### src/rtl/ort_pkg.sv
// Package: shared sizing for the open row tracker.
// Assumes a single rank; bank count must be a power of two.
package ort_pkg;
    parameter int ORT_NUM_BANKS = 4;
    parameter int ORT_ROW_W     = 13;
endpackage

### src/rtl/ort_row_store.sv
// Row store: one row address register per bank, written on activate,
// read combinationally at the lookup index.
// Assumes contents of a closed bank are never used (gated by valid).
module ort_row_store #(
    parameter int NUM_BANKS = 4,
    parameter int ROW_W     = 13,
    localparam int BANK_W   = $clog2(NUM_BANKS)
) (
    input  logic              clk,
    input  logic              wr_en,
    input  logic [BANK_W-1:0] idx,
    input  logic [ROW_W-1:0]  wr_row,
    output logic [ROW_W-1:0]  rd_row
);
    logic [ROW_W-1:0] rows_q [NUM_BANKS];

    // Capture the activated row at its bank slot.
    always_ff @(posedge clk) begin
        if (wr_en) begin
            rows_q[idx] <= wr_row;
        end
    end

    // Asynchronous read of the selected slot.
    always_comb begin
        rd_row = rows_q[idx];
    end
endmodule

### src/rtl/ort_valid_bits.sv
// Valid bits: one flop per bank marking an open row.
// Precedence per bank: reset, close-all, close-one, then activate.
module ort_valid_bits #(
    parameter int NUM_BANKS = 4,
    localparam int BANK_W   = $clog2(NUM_BANKS)
) (
    input  logic                 clk,
    input  logic                 rst_n,
    input  logic [BANK_W-1:0]    idx,
    input  logic                 set_en,
    input  logic                 clr_one,
    input  logic                 clr_all,
    output logic [NUM_BANKS-1:0] open_q
);
    for (genvar b = 0; b < NUM_BANKS; b++) begin : g_bank
        logic sel;
        assign sel = (idx == BANK_W'(b));

        // Update this bank's open flag from the command inputs.
        always_ff @(posedge clk) begin
            if (!rst_n) begin
                open_q[b] <= 1'b0;
            end else if (clr_all) begin
                open_q[b] <= 1'b0;
            end else if (sel && clr_one) begin
                open_q[b] <= 1'b0;
            end else if (sel && set_en) begin
                open_q[b] <= 1'b1;
            end
        end
    end
endmodule

### src/rtl/ort_match.sv
// Match: compares the stored and incoming row once and splits the
// result into hit and conflict, both gated by the bank's open flag.
module ort_match #(
    parameter int ROW_W = 13
) (
    input  logic             bank_open,
    input  logic [ROW_W-1:0] stored_row,
    input  logic [ROW_W-1:0] req_row,
    output logic             hit,
    output logic             conflict
);
    logic same;

    // Single equality compare shared by both outputs.
    always_comb begin
        same     = (stored_row == req_row);
        hit      = bank_open & same;
        conflict = bank_open & ~same;
    end
endmodule

### src/rtl/open_row_tracker.sv
// Top: tracks the open row of each bank of a single-rank device and
// reports hit or conflict for the presented bank/row in the same cycle.
// Assumes commands arrive at most one per cycle on the shared bank index.
module open_row_tracker #(
    parameter int NUM_BANKS = ort_pkg::ORT_NUM_BANKS,
    parameter int ROW_W     = ort_pkg::ORT_ROW_W,
    localparam int BANK_W   = $clog2(NUM_BANKS)
) (
    input  logic              clk,
    input  logic              rst_n,
    input  logic [BANK_W-1:0] bank_sel,
    input  logic [ROW_W-1:0]  row_addr,
    input  logic              act_en,
    input  logic              close_one,
    input  logic              close_all,
    output logic              hit,
    output logic              conflict
);
    logic [ROW_W-1:0]     stored_row;
    logic [NUM_BANKS-1:0] open_q;

    ort_row_store #(.NUM_BANKS(NUM_BANKS), .ROW_W(ROW_W)) u_store (
        .clk    (clk),
        .wr_en  (act_en),
        .idx    (bank_sel),
        .wr_row (row_addr),
        .rd_row (stored_row)
    );

    ort_valid_bits #(.NUM_BANKS(NUM_BANKS)) u_valid (
        .clk     (clk),
        .rst_n   (rst_n),
        .idx     (bank_sel),
        .set_en  (act_en),
        .clr_one (close_one),
        .clr_all (close_all),
        .open_q  (open_q)
    );

    ort_match #(.ROW_W(ROW_W)) u_match (
        .bank_open  (open_q[bank_sel]),
        .stored_row (stored_row),
        .req_row    (row_addr),
        .hit        (hit),
        .conflict   (conflict)
    );
endmodule

### config.mk
export PLATFORM = sky130hd
export DESIGN_NAME = open_row_tracker
export DESIGN_NICKNAME = d
export VERILOG_FILES = /design/src/rtl/ort_pkg.sv /design/src/rtl/ort_row_store.sv /design/src/rtl/ort_valid_bits.sv /design/src/rtl/ort_match.sv /design/src/rtl/open_row_tracker.sv
export SDC_FILE = /design/constraint.sdc
export NUM_CORES = 1
export LEC_CHECK = 0
export CORE_MARGIN = 5
export CORE_UTILIZATION = 30
export CTS_CLUSTER_DIAMETER = 150
export DETAILED_ROUTE_END_ITERATION = 16
export DONT_BUFFER_PORTS = 1
export HOLD_SLACK_MARGIN = 0.02
export PLACE_DENSITY = 0.41
export RECOVER_POWER = 25
export SYNTH_ARGS = -nofsm -noshare
export SYNTH_HDL_FRONTEND = slang
export SYNTH_SLANG_ARGS = --single-unit
### constraint.sdc
create_clock -name clk -period 5.95 [get_ports clk]
set_input_delay 1.19 -clock clk [delete_from_list [all_inputs] [get_ports clk]]
set_output_delay 1.19 -clock clk [all_outputs]
set_load 0.02 [all_outputs]
==> results of run 1 <==
## kinds of logic after synthesis
group,after synthesis,synth area share [%]
buffers and inverters,6,2.01
AO/OA/AOI/OAI,4,1.42
flip-flops,56,71.4
AND/OR/NAND/NOR,20,5.12
multiplexers,16,14.3
XOR/XNOR,15,5.72
## per-stage QoR
stage,utilization [%],cells,hold slack [ns],setup WS [ns],instance area [um^2]
after floorplan,-,117,0.466,1.71,2300
after global placement,31.5,215,0.476,1.74,2400
after detailed placement,31.5,215,0.501,1.73,2400
after CTS,32.7,223,0.514,1.73,2490
after global routing,32.7,223,0.542,1.62,2490
final,32.7,223,0.513,1.75,2490
## cell usage in the layout (no fill, tap or decap)
master	instances
edfxtp_1	52
xnor2_1	10
mux4_2	7
xor2_1	5
mux4_1	5
nor2_1	5
clkbuf_8	5
mux2i_1	4
dfxtp_1	4
nor3_1	3
and3_1	2
nand2_1	2
nand4_1	2
a311oi_1	2
clkinvlp_4	2
nor3b_2	1
inv_2	1
nor2_2	1
a31oi_1	1
or4_4	1
nor4b_2	1
o31a_1	1
nand2b_1	1
nor3b_1	1
clkinv_1	1
buf_4	1
## power by group
group	leakage, uW	internal (uW)	switching, uW
combinational	0.000213	23.8	18.8
clock	0.0000378	81.4	115
sequential	0.000510	449	3.91
## final cells by class
cell class              count  area (um^2)
flip-flops and latches     56         1640
multi-input cells          55          618
clock buffers               5         68.8
clock inverters             3         18.8
inverters                   1         3.75
fillers                   751         5120
well taps                 102          128
repair buffers              1         7.51
## critical path: stages
cell     delay, ns
mux4_1        0.54
xnor2_1       0.16
nand4_1       0.13
or4_4         0.46
nor4b_2       0.52
## per-layer routing
metal,GRT usage (%),vias up,wire length (um),part of all wire [%]
met1,10.3,528,1710,43
met4,3.94,0,77,1.9
met3,3.23,8,204,5.2
met2,14.0,23,1960,50
li1,-,476,-,-
met5,0,-,0,0
## sequential cells by signal, indices dropped and copies added, names as in the netlist
signal and cells:
u_store.rows_q 52, u_valid.open_q 4
## worst min path at each step
stage,startpoint,slack (ns),endpoint,depth (start not counted)
6_report,u_valid.open_q[2],0.51,u_valid.open_q[2],2
5_1_grt,u_valid.open_q[0],0.54,u_valid.open_q[0],2
4_1_cts,u_valid.open_q[3],0.51,u_valid.open_q[3],2
3_5_place_dp,u_valid.open_q[3],0.50,u_valid.open_q[3],2
3_3_place_gp,u_valid.open_q[3],0.48,u_valid.open_q[3],2
2_1_floorplan,u_valid.open_q[3],0.47,u_valid.open_q[3],2
==> flow_summary.toml, run 1 <==
[grt]
grt_max_degree = 25
first_global_vias = 1091
grt_use_total_pct = 8.69
gr-total-overflow = 0
antenna_found_initial = 0
grt_pass1_wl_mm = 6.21

[power_and_ir_drop]
leakage_uw = 0.000760
powerDensity_nw_per_um2 = 278
worst_case_vdd_ir_drop_mv = 0.0991
totalPowerFinal_uw = 692

[critical_path]
reg2regPathDepth = 2
critical_path_arrival_ns = 3.01
ff2ff_setup_slack_ns = 5.24
worst_r2r_startpoint = "u_valid.open_q[1]"
timing_worst_setup_path_type = "in2out"
setup.worst_path.end_class = "output port"
critical_path.max_fanout = 24
rr_endpoint = "u_valid.open_q[1]"
nature_of_the_critical_path_startpoint = "primary input"
crit_end = "hit"
setup.worst_path.start = "bank_sel[0]"
crit_required_ns = 4.76

[synthesis]
netlist_top_cells_count = "52 x edfxtp_1, 10 x xnor2_1, 7 x mux4_2"
yosysSeqAreaShare_pct = 71.4
most_instantiated_flip_flop_cell_in_the_synthesis_netlist = "edfxtp_1"
postSynthCellCount = 117
yosys_warnings = 0
yosysMostFrequentCell = "edfxtp_1"
syn_avg_cell_area_um2 = 19.6
asyncSetResetFlopFracSynth_pct = 0
post-synth-top-area-fraction_pct = 67.9
synth_enable_flop_cells = 52
netlist_area_um2 = 2300
synth_cell_types = 24
netlist.top_cell.by_area = "edfxtp_1"
ys_seq_elements = 56
synthTopCellsByArea = "edfxtp_1 68%, mux4_2 6.9%, mux4_1 5.7%"
synthesis.nets = 137

[routing]
post_drt_wl_per_cell_um = 17.7
detail_route.drc_violations = 0
drt-total-wl_mm = 3.96
routed_via_density = 4.64
num_vias = 1035
drt.antenna.violating_nets = 0
drt_first_pass_iters = 4
detailedRoute.firstIterationViolations = 32

[clock_network]
clk_pin_slew_ns = 0.09
postCtsSetupBuffers = 0
clk_root_buffer_cell = "clkbuf_8"
post_cts_resized = 0
cts_tree = "yes"
cts.sinks = 56
clk_path_buf_depth = 2
ctsHtreeMaxLevel = 2
cts_made_buffers = 5
holdBufCountCts = 0
worst_skew_pair.late_latency_ns = 0.29

[sta]
final_min_period_over_clock_period_pct = 70.6
clock.fmax_mhz = 238
finalSetupViolations = 0
timing.final.crit_period_ns = 4.20
final.setup_skew_ns = 0
worst_slew_margin_rel_pct = 43.7
timing_max_transition_violations_final = 0
worstMarginPinSlew_ns = 0.844
finalSetupTns_ns = 0
hold_violations = 0
rsz0062_at_grt = "false"

[cells_and_area]
drive_gt1_share_pct = 16.5
final_net_count = 140
syn_to_final_growth_pct = 8.17
antenna-diode-count = 0

[floorplanning]
placement_rows = 32
die_h_um = 97.5
boundaryPins = 22
initial_core_util_pct = 30.2
floorplan.die_area_um2 = 9510
coreArea_um2 = 7610
die_x_um = 97.5

[run_status]
run_status = "finished, final reports clean"

[placed_design]
globalplace.congestion = 0.667
dp_hpwl_mm = 2.66
numPortBuffers = 0

[job]
drv.max_cap_violation_count = 0

[min_path]
hp-class = "reg2reg"
No activity file was read; power rests on OpenSTA's default activity.
==> run 2, diff against run 1 <==
--- a/config.mk
+++ b/config.mk
@@ -5,13 +5,14 @@
 export SDC_FILE = /design/constraint.sdc
 export NUM_CORES = 1
 export LEC_CHECK = 0
+export ABC_AREA = 1
 export CORE_MARGIN = 5
 export CORE_UTILIZATION = 30
 export CTS_CLUSTER_DIAMETER = 150
 export DETAILED_ROUTE_END_ITERATION = 16
 export DONT_BUFFER_PORTS = 1
 export HOLD_SLACK_MARGIN = 0.02
-export PLACE_DENSITY = 0.41
+export PLACE_DENSITY = 0.42
 export RECOVER_POWER = 25
 export SYNTH_ARGS = -nofsm -noshare
 export SYNTH_HDL_FRONTEND = slang
==> constraint.sdc (replaced) <==
create_clock -name clk -period 3.5 [get_ports clk]
set_input_delay 0.7 -clock clk [delete_from_list [all_inputs] [get_ports clk]]
set_output_delay 0.7 -clock clk [all_outputs]
set_load 0.02 [all_outputs]
==> flow_summary.toml, run 2 <==
[run_status]
run_status = "finished, final reports clean"

[power_and_ir_drop]
leakage_uw = 0.00118
powerDensity_nw_per_um2 = 468
worst_case_vdd_ir_drop_mv = 0.224

[synthesis]
netlist.top_cell.by_area = "edfxtp_1"
yosys_warnings = 0
yosysMostFrequentCell = "nand2_1"
synthTopCellsByArea = "edfxtp_1 62%, nand2_1 22%, dfxtp_1 3.2%"
netlist_area_um2 = 2530
yosysSeqAreaShare_pct = 64.9
post-synth-top-area-fraction_pct = 61.7
synth_cell_types = 17
netlist_top_cells_count = "150 x nand2_1, 52 x edfxtp_1, 15 x inv_1, 15 x nor2_1, 10 x nand3_1"
synth_enable_flop_cells = 52
most_instantiated_flip_flop_cell_in_the_synthesis_netlist = "edfxtp_1"
postSynthCellCount = 271
ys_seq_elements = 56
asyncSetResetFlopFracSynth_pct = 0
synthesis.nets = 291
syn_avg_cell_area_um2 = 9.34

[clock_network]
holdBufCountCts = 0
postCtsSetupBuffers = 0
cts_tree = "yes"
post_cts_resized = 0
worst_skew_pair.late_latency_ns = 0.30
cts.sinks = 56
clk_path_buf_depth = 2
ctsHtreeMaxLevel = 2
cts_made_buffers = 5
clk_pin_slew_ns = 0.10
clk_root_buffer_cell = "clkbuf_8"

[cells_and_area]
nFillCells = 860
final_net_count = 294
syn_to_final_growth_pct = 8.95
final_core_utilization_pct = 33.6
largest_register_ffs = 52
antenna-diode-count = 0
largestRegisters = "u_store.rows_q (52), u_valid.open_q (4)"
layout_commonest_cell = "nand2_1"
drive_gt1_share_pct = 5.45
most-common-layout-cells = "150 x nand2_1, 52 x edfxtp_1, 15 x inv_1, 15 x nor2_1, 10 x nand3_1"
largest_register = "u_store.rows_q"

[placed_design]
globalplace.congestion = 0.706
dp_hpwl_mm = 3.53
numPortBuffers = 0

[grt]
grt_pass1_wl_mm = 8.63
grt_max_degree = 32
antenna_found_initial = 0
grt_use_total_pct = 11.0
first_global_vias = 1612
gr-total-overflow = 0

[min_path]
min_delay_path_depth = 2
hp-class = "reg2reg"
hold-path-endpoint = "u_valid.open_q[2]"
holdCritStartpoint = "u_valid.open_q[2]"

[critical_path]
timing.critical_path.slowest_cell_delay_ns = 0.38
rr_endpoint = "u_valid.open_q[2]"
reg2regPathDepth = 2
cp_cell_sequence = "inv_2, nand2_1, nand2_1, nand2_1, nand3_1, nand2_1, inv_1, nand2_1, nor2_1, nand2_1, nor3_2"
critical_path_arrival_ns = 2.15
cpMaxStageDelayCell = "nor3_2"
critical_path.max_fanout = 31
worst_r2r_startpoint = "u_valid.open_q[2]"
crit_required_ns = 2.80
critical_path_buf_inv_count = 2
nature_of_the_critical_path_startpoint = "primary input"
timing_worst_setup_path_type = "in2out"
path_delay_family = "simple AND/OR/NAND/NOR gates"
worst_path_most_repeated_cell = "nand2_1"
setup.worst_path.end_class = "output port"
ff2ff_setup_slack_ns = 2.84

[routing]
drt-total-wl_mm = 5.32
met3_length_um = 259
num_vias = 1672
post_drt_wl_per_cell_um = 14.0
routed_via_density = 4.40
top_layer = "met4"
detail_route.drc_violations = 0
drt.antenna.violating_nets = 0
detailedRoute.firstIterationViolations = 72
routed-wl-met2_mm = 2.65
drt_first_pass_iters = 4
detail_route.wirelength.met1_mm = 2.37

[floorplanning]
coreArea_um2 = 8220
die_h_um = 102
boundaryPins = 22
die_x_um = 102
floorplan.die_area_um2 = 10400
placement_rows = 33
initial_core_util_pct = 30.8

[job]
drv.max_cap_violation_count = 0

[sta]
finalSetupTns_ns = 0
rsz0062_at_grt = "false"
final.setup_skew_ns = 0
worst_slew_margin_rel_pct = 58.6
finalSetupViolations = 0
clock.fmax_mhz = 351
timing.final.crit_period_ns = 2.85
hold_violations = 0
worstMarginPinSlew_ns = 0.619
timing_max_transition_violations_final = 0
final_min_period_over_clock_period_pct = 81.4
run 2: cell types whose count changed after synthesis, moves of 5 or more:
cell | previous run | this run
nor2_1 | 6 | 15
nand3_1 | 0 | 10
mux4_1 | 5 | 0
nand2_1 | 2 | 150
buf_2 | 0 | 7
nand3b_1 | 0 | 5
inv_1 | 0 | 15
xnor2_1 | 10 | 0
mux4_2 | 7 | 0
run 2: worst reg2reg max path, delay by kind of cell (launching register included):
family	cells	cell delay, ns
compound gates	1	0.22
flops	1	0.32
buf+inv	1	0.04
run 2: kinds of logic (layout without fill, tap and decap cells):
| logic type | Yosys count | in the layout | synth area share [%] |
|---|---|---|---|
| and+or+nand+nor | 181 | 181 | 28.3 |
| AOI/OAI and AO/OA | 7 | 7 | 1.98 |
| DFF | 56 | 56 | 64.9 |
| buffers and inverters | 26 | 30 | 4.50 |
| xor gates and xnor gates | 1 | 1 | 0.346 |
run 2: report_power, final:
part | leakage [uW] | internal (uW) | switching, uW
Sequential | 0.000510 | 764 | 7.00
Clock | 0.0000552 | 213 | 211
Combinational | 0.000611 | 34.6 | 62.7
run 2: worst max-delay path by stage:
stage,startpoint,endpoint,slack (ns),cells after the start
floorplan,bank_sel[1],conflict,0.96,10
finish,bank_sel[0],hit,0.65,11
global placement,bank_sel[0],hit,0.65,9
global route,bank_sel[0],hit,0.39,9
detailed placement,bank_sel[0],conflict,0.62,13
CTS,bank_sel[0],conflict,0.61,13
run 2: metal layers:
| metal | vias up | GRT usage, % |
|---|---|---|
| met5 | - | 0 |
| met4 | 0 | 2.72 |
| li1 | 875 | - |
| met2 | 36 | 18.7 |
| met3 | 4 | 2.87 |
| met1 | 757 | 14.1 |
run 2: area by class of cell:
class / instances / area (um^2) / share of cell area (%)
sequential: 56 / 1640 / 59.5
multi-input combinational: 189 / 776 / 28.1
tap: 105 / 131 / 4.76
clock buffer: 6 / 72.6 / 2.63
inverter: 17 / 63.8 / 2.31
timing repair buffer: 5 / 37.5 / 1.36
clock inverter: 2 / 35.0 / 1.27
run 2: through the flow:
step	hold slack, ns	instance area (um^2)	instances	power, uW	setup WS [ns]
2_1_floorplan	0.440	2530	271	870	0.955
3_3_place_gp	0.459	2650	372	886	0.645
3_5_place_dp	0.458	2650	372	886	0.618
4_1_cts	0.471	2760	380	1300	0.607
5_1_grt	0.453	2760	380	1350	0.391
6_report	0.476	2760	380	1290	0.651
==> run 3, diff against run 2 <==
--- a/config.mk
+++ b/config.mk
@@ -12,7 +12,7 @@
 export DETAILED_ROUTE_END_ITERATION = 16
 export DONT_BUFFER_PORTS = 1
 export HOLD_SLACK_MARGIN = 0.02
-export PLACE_DENSITY = 0.42
+export PLACE_DENSITY = 0.41
 export RECOVER_POWER = 25
 export SYNTH_ARGS = -nofsm -noshare
 export SYNTH_HDL_FRONTEND = slang
==> constraint.sdc (replaced) <==
create_clock -name clk -period 2.7 [get_ports clk]
set_input_delay 0.54 -clock clk [delete_from_list [all_inputs] [get_ports clk]]
set_output_delay 0.54 -clock clk [all_outputs]
set_load 0.02 [all_outputs]
==> flow_summary.toml, run 3 (synthesized netlist as in run 2, its figures left out) <==
[floorplanning]
die_h_um = 102
floorplan.die_area_um2 = 10400
initial_core_util_pct = 30.8
coreArea_um2 = 8220
boundaryPins = 22
placement_rows = 33
die_x_um = 102

[critical_path]
reg2regPathDepth = 2
critical_path.max_fanout = 31
timing_worst_setup_path_type = "in2out"
nature_of_the_critical_path_startpoint = "primary input"
crit_required_ns = 2.16
critical_path_arrival_ns = 1.79
setup.worst_path.end_class = "output port"

[routing]
drt.antenna.violating_nets = 0
detail_route.drc_violations = 0
routed_via_density = 4.33
post_drt_wl_per_cell_um = 14.0
num_vias = 1674
drt-total-wl_mm = 5.42
detailedRoute.firstIterationViolations = 51
drt_first_pass_iters = 4

[clock_network]
post_cts_resized = 0
postCtsSetupBuffers = 0
worst_skew_pair.late_latency_ns = 0.30
clk_pin_slew_ns = 0.09
holdBufCountCts = 0
ctsHtreeMaxLevel = 2
clk_path_buf_depth = 2
clk_root_buffer_cell = "clkbuf_8"
cts.sinks = 56
cts_made_buffers = 5
cts_tree = "yes"

[run_status]
run_status = "finished, final reports clean"

[sta]
finalSetupViolations = 0
rsz0062_at_grt = "false"
worst_slew_margin_rel_pct = 50.8
final_min_period_over_clock_period_pct = 86.3
clock.fmax_mhz = 429
timing_max_transition_violations_final = 0
whs_ns = 0.321
worstMarginPinSlew_ns = 0.736
finalSetupTns_ns = 0
timing.final.crit_period_ns = 2.33
final.setup_skew_ns = 0
hold_violations = 0
timing.final.ws_setup_ns = 0.370

[grt]
first_global_vias = 1644
antenna_found_initial = 0
grt_use_total_pct = 11.3
gr-total-overflow = 0
grt_pass1_wl_mm = 8.67
grt_max_degree = 32

[placed_design]
numPortBuffers = 0
placement.cell_area_um2 = 2700
dp_hpwl_mm = 3.62
pre_cts_slack_ns = 0.360
globalplace.congestion = 0.707

[power_and_ir_drop]
powerDensity_nw_per_um2 = 592
leakage_uw = 0.00121
worst_case_vdd_ir_drop_mv = 0.270

[job]
drv.max_cap_violation_count = 0

[cells_and_area]
final_core_utilization_pct = 34.2
multiInputGateArea_um2 = 776
fin_area_um2 = 2810
largest_register_ffs = 52
drive_gt1_share_pct = 7.80
seqCellArea_um2 = 1640
antenna-diode-count = 0
most-common-layout-cells = "150 x nand2_1, 52 x edfxtp_1, 15 x inv_1, 15 x nor2_1, 12 x buf_4"
largest_register = "u_store.rows_q"
layout_commonest_cell = "nand2_1"
final_net_count = 301
nFillCells = 852
largestRegisters = "u_store.rows_q (52), u_valid.open_q (4)"
syn_to_final_growth_pct = 11.0

[min_path]
hp-class = "in2reg"
min_delay_path_depth = 1
## run 3: changes by cell type in the layout (fill, tap and decap cells not counted)
| cell | delta |
|---|---|
| buf_4 | +7 |
## run 3: area by class of cell
cell class / count / area share [%]
clock inverter: 2 / 1.25
sequential: 56 / 58.4
timing repair buffer: 12 / 3.21
inverter: 17 / 2.27
multi-input combinational: 189 / 27.6
tap: 105 / 4.67
clock buffer: 6 / 2.58
## run 3: where the power goes
part	total, uW	switching (uW)	internal [uW]
Sequential	999	9.07	990
Combinational	132	83.0	49.4
Clock	532	256	276
Total	1660	348	1320
## run 3: critical path, cell delays in order
cell and delay [ns]:
inv_2 0.04, buf_4 0.21, nand2_1 0.08, nand2_1 0.06, nand2_1 0.06, nand3_1 0.08
nand2_1 0.05, nor2_1 0.12, nand3_1 0.13, nor3_2 0.22, buf_4 0.18
## run 3: worst paths after layout
check	from	to	slack, ns
worst min-delay path	close_one	u_valid.open_q[0]	0.32
worst max-delay path	bank_sel[0]	hit	0.37
worst min register to register	u_valid.open_q[2]	u_valid.open_q[2]	0.47
worst max register to register	u_valid.open_q[2]	u_valid.open_q[2]	2.03
## run 3: through the flow
step                total power [uW]  cells
CTS                             1690    387
floorplan                       1130    271
global route                    1760    387
finish                          1660    387
detailed placement              1150    379
global placement                1160    379
## run 3: metal layers
layer  GRT usage [%]  up-vias  share of wire [%]
met5               0        -                  0
met4            3.63        0                1.4
met3            3.28        8                4.5
met2            19.4       29                 48
met1            13.7      746                 46
li1                -      891                  -
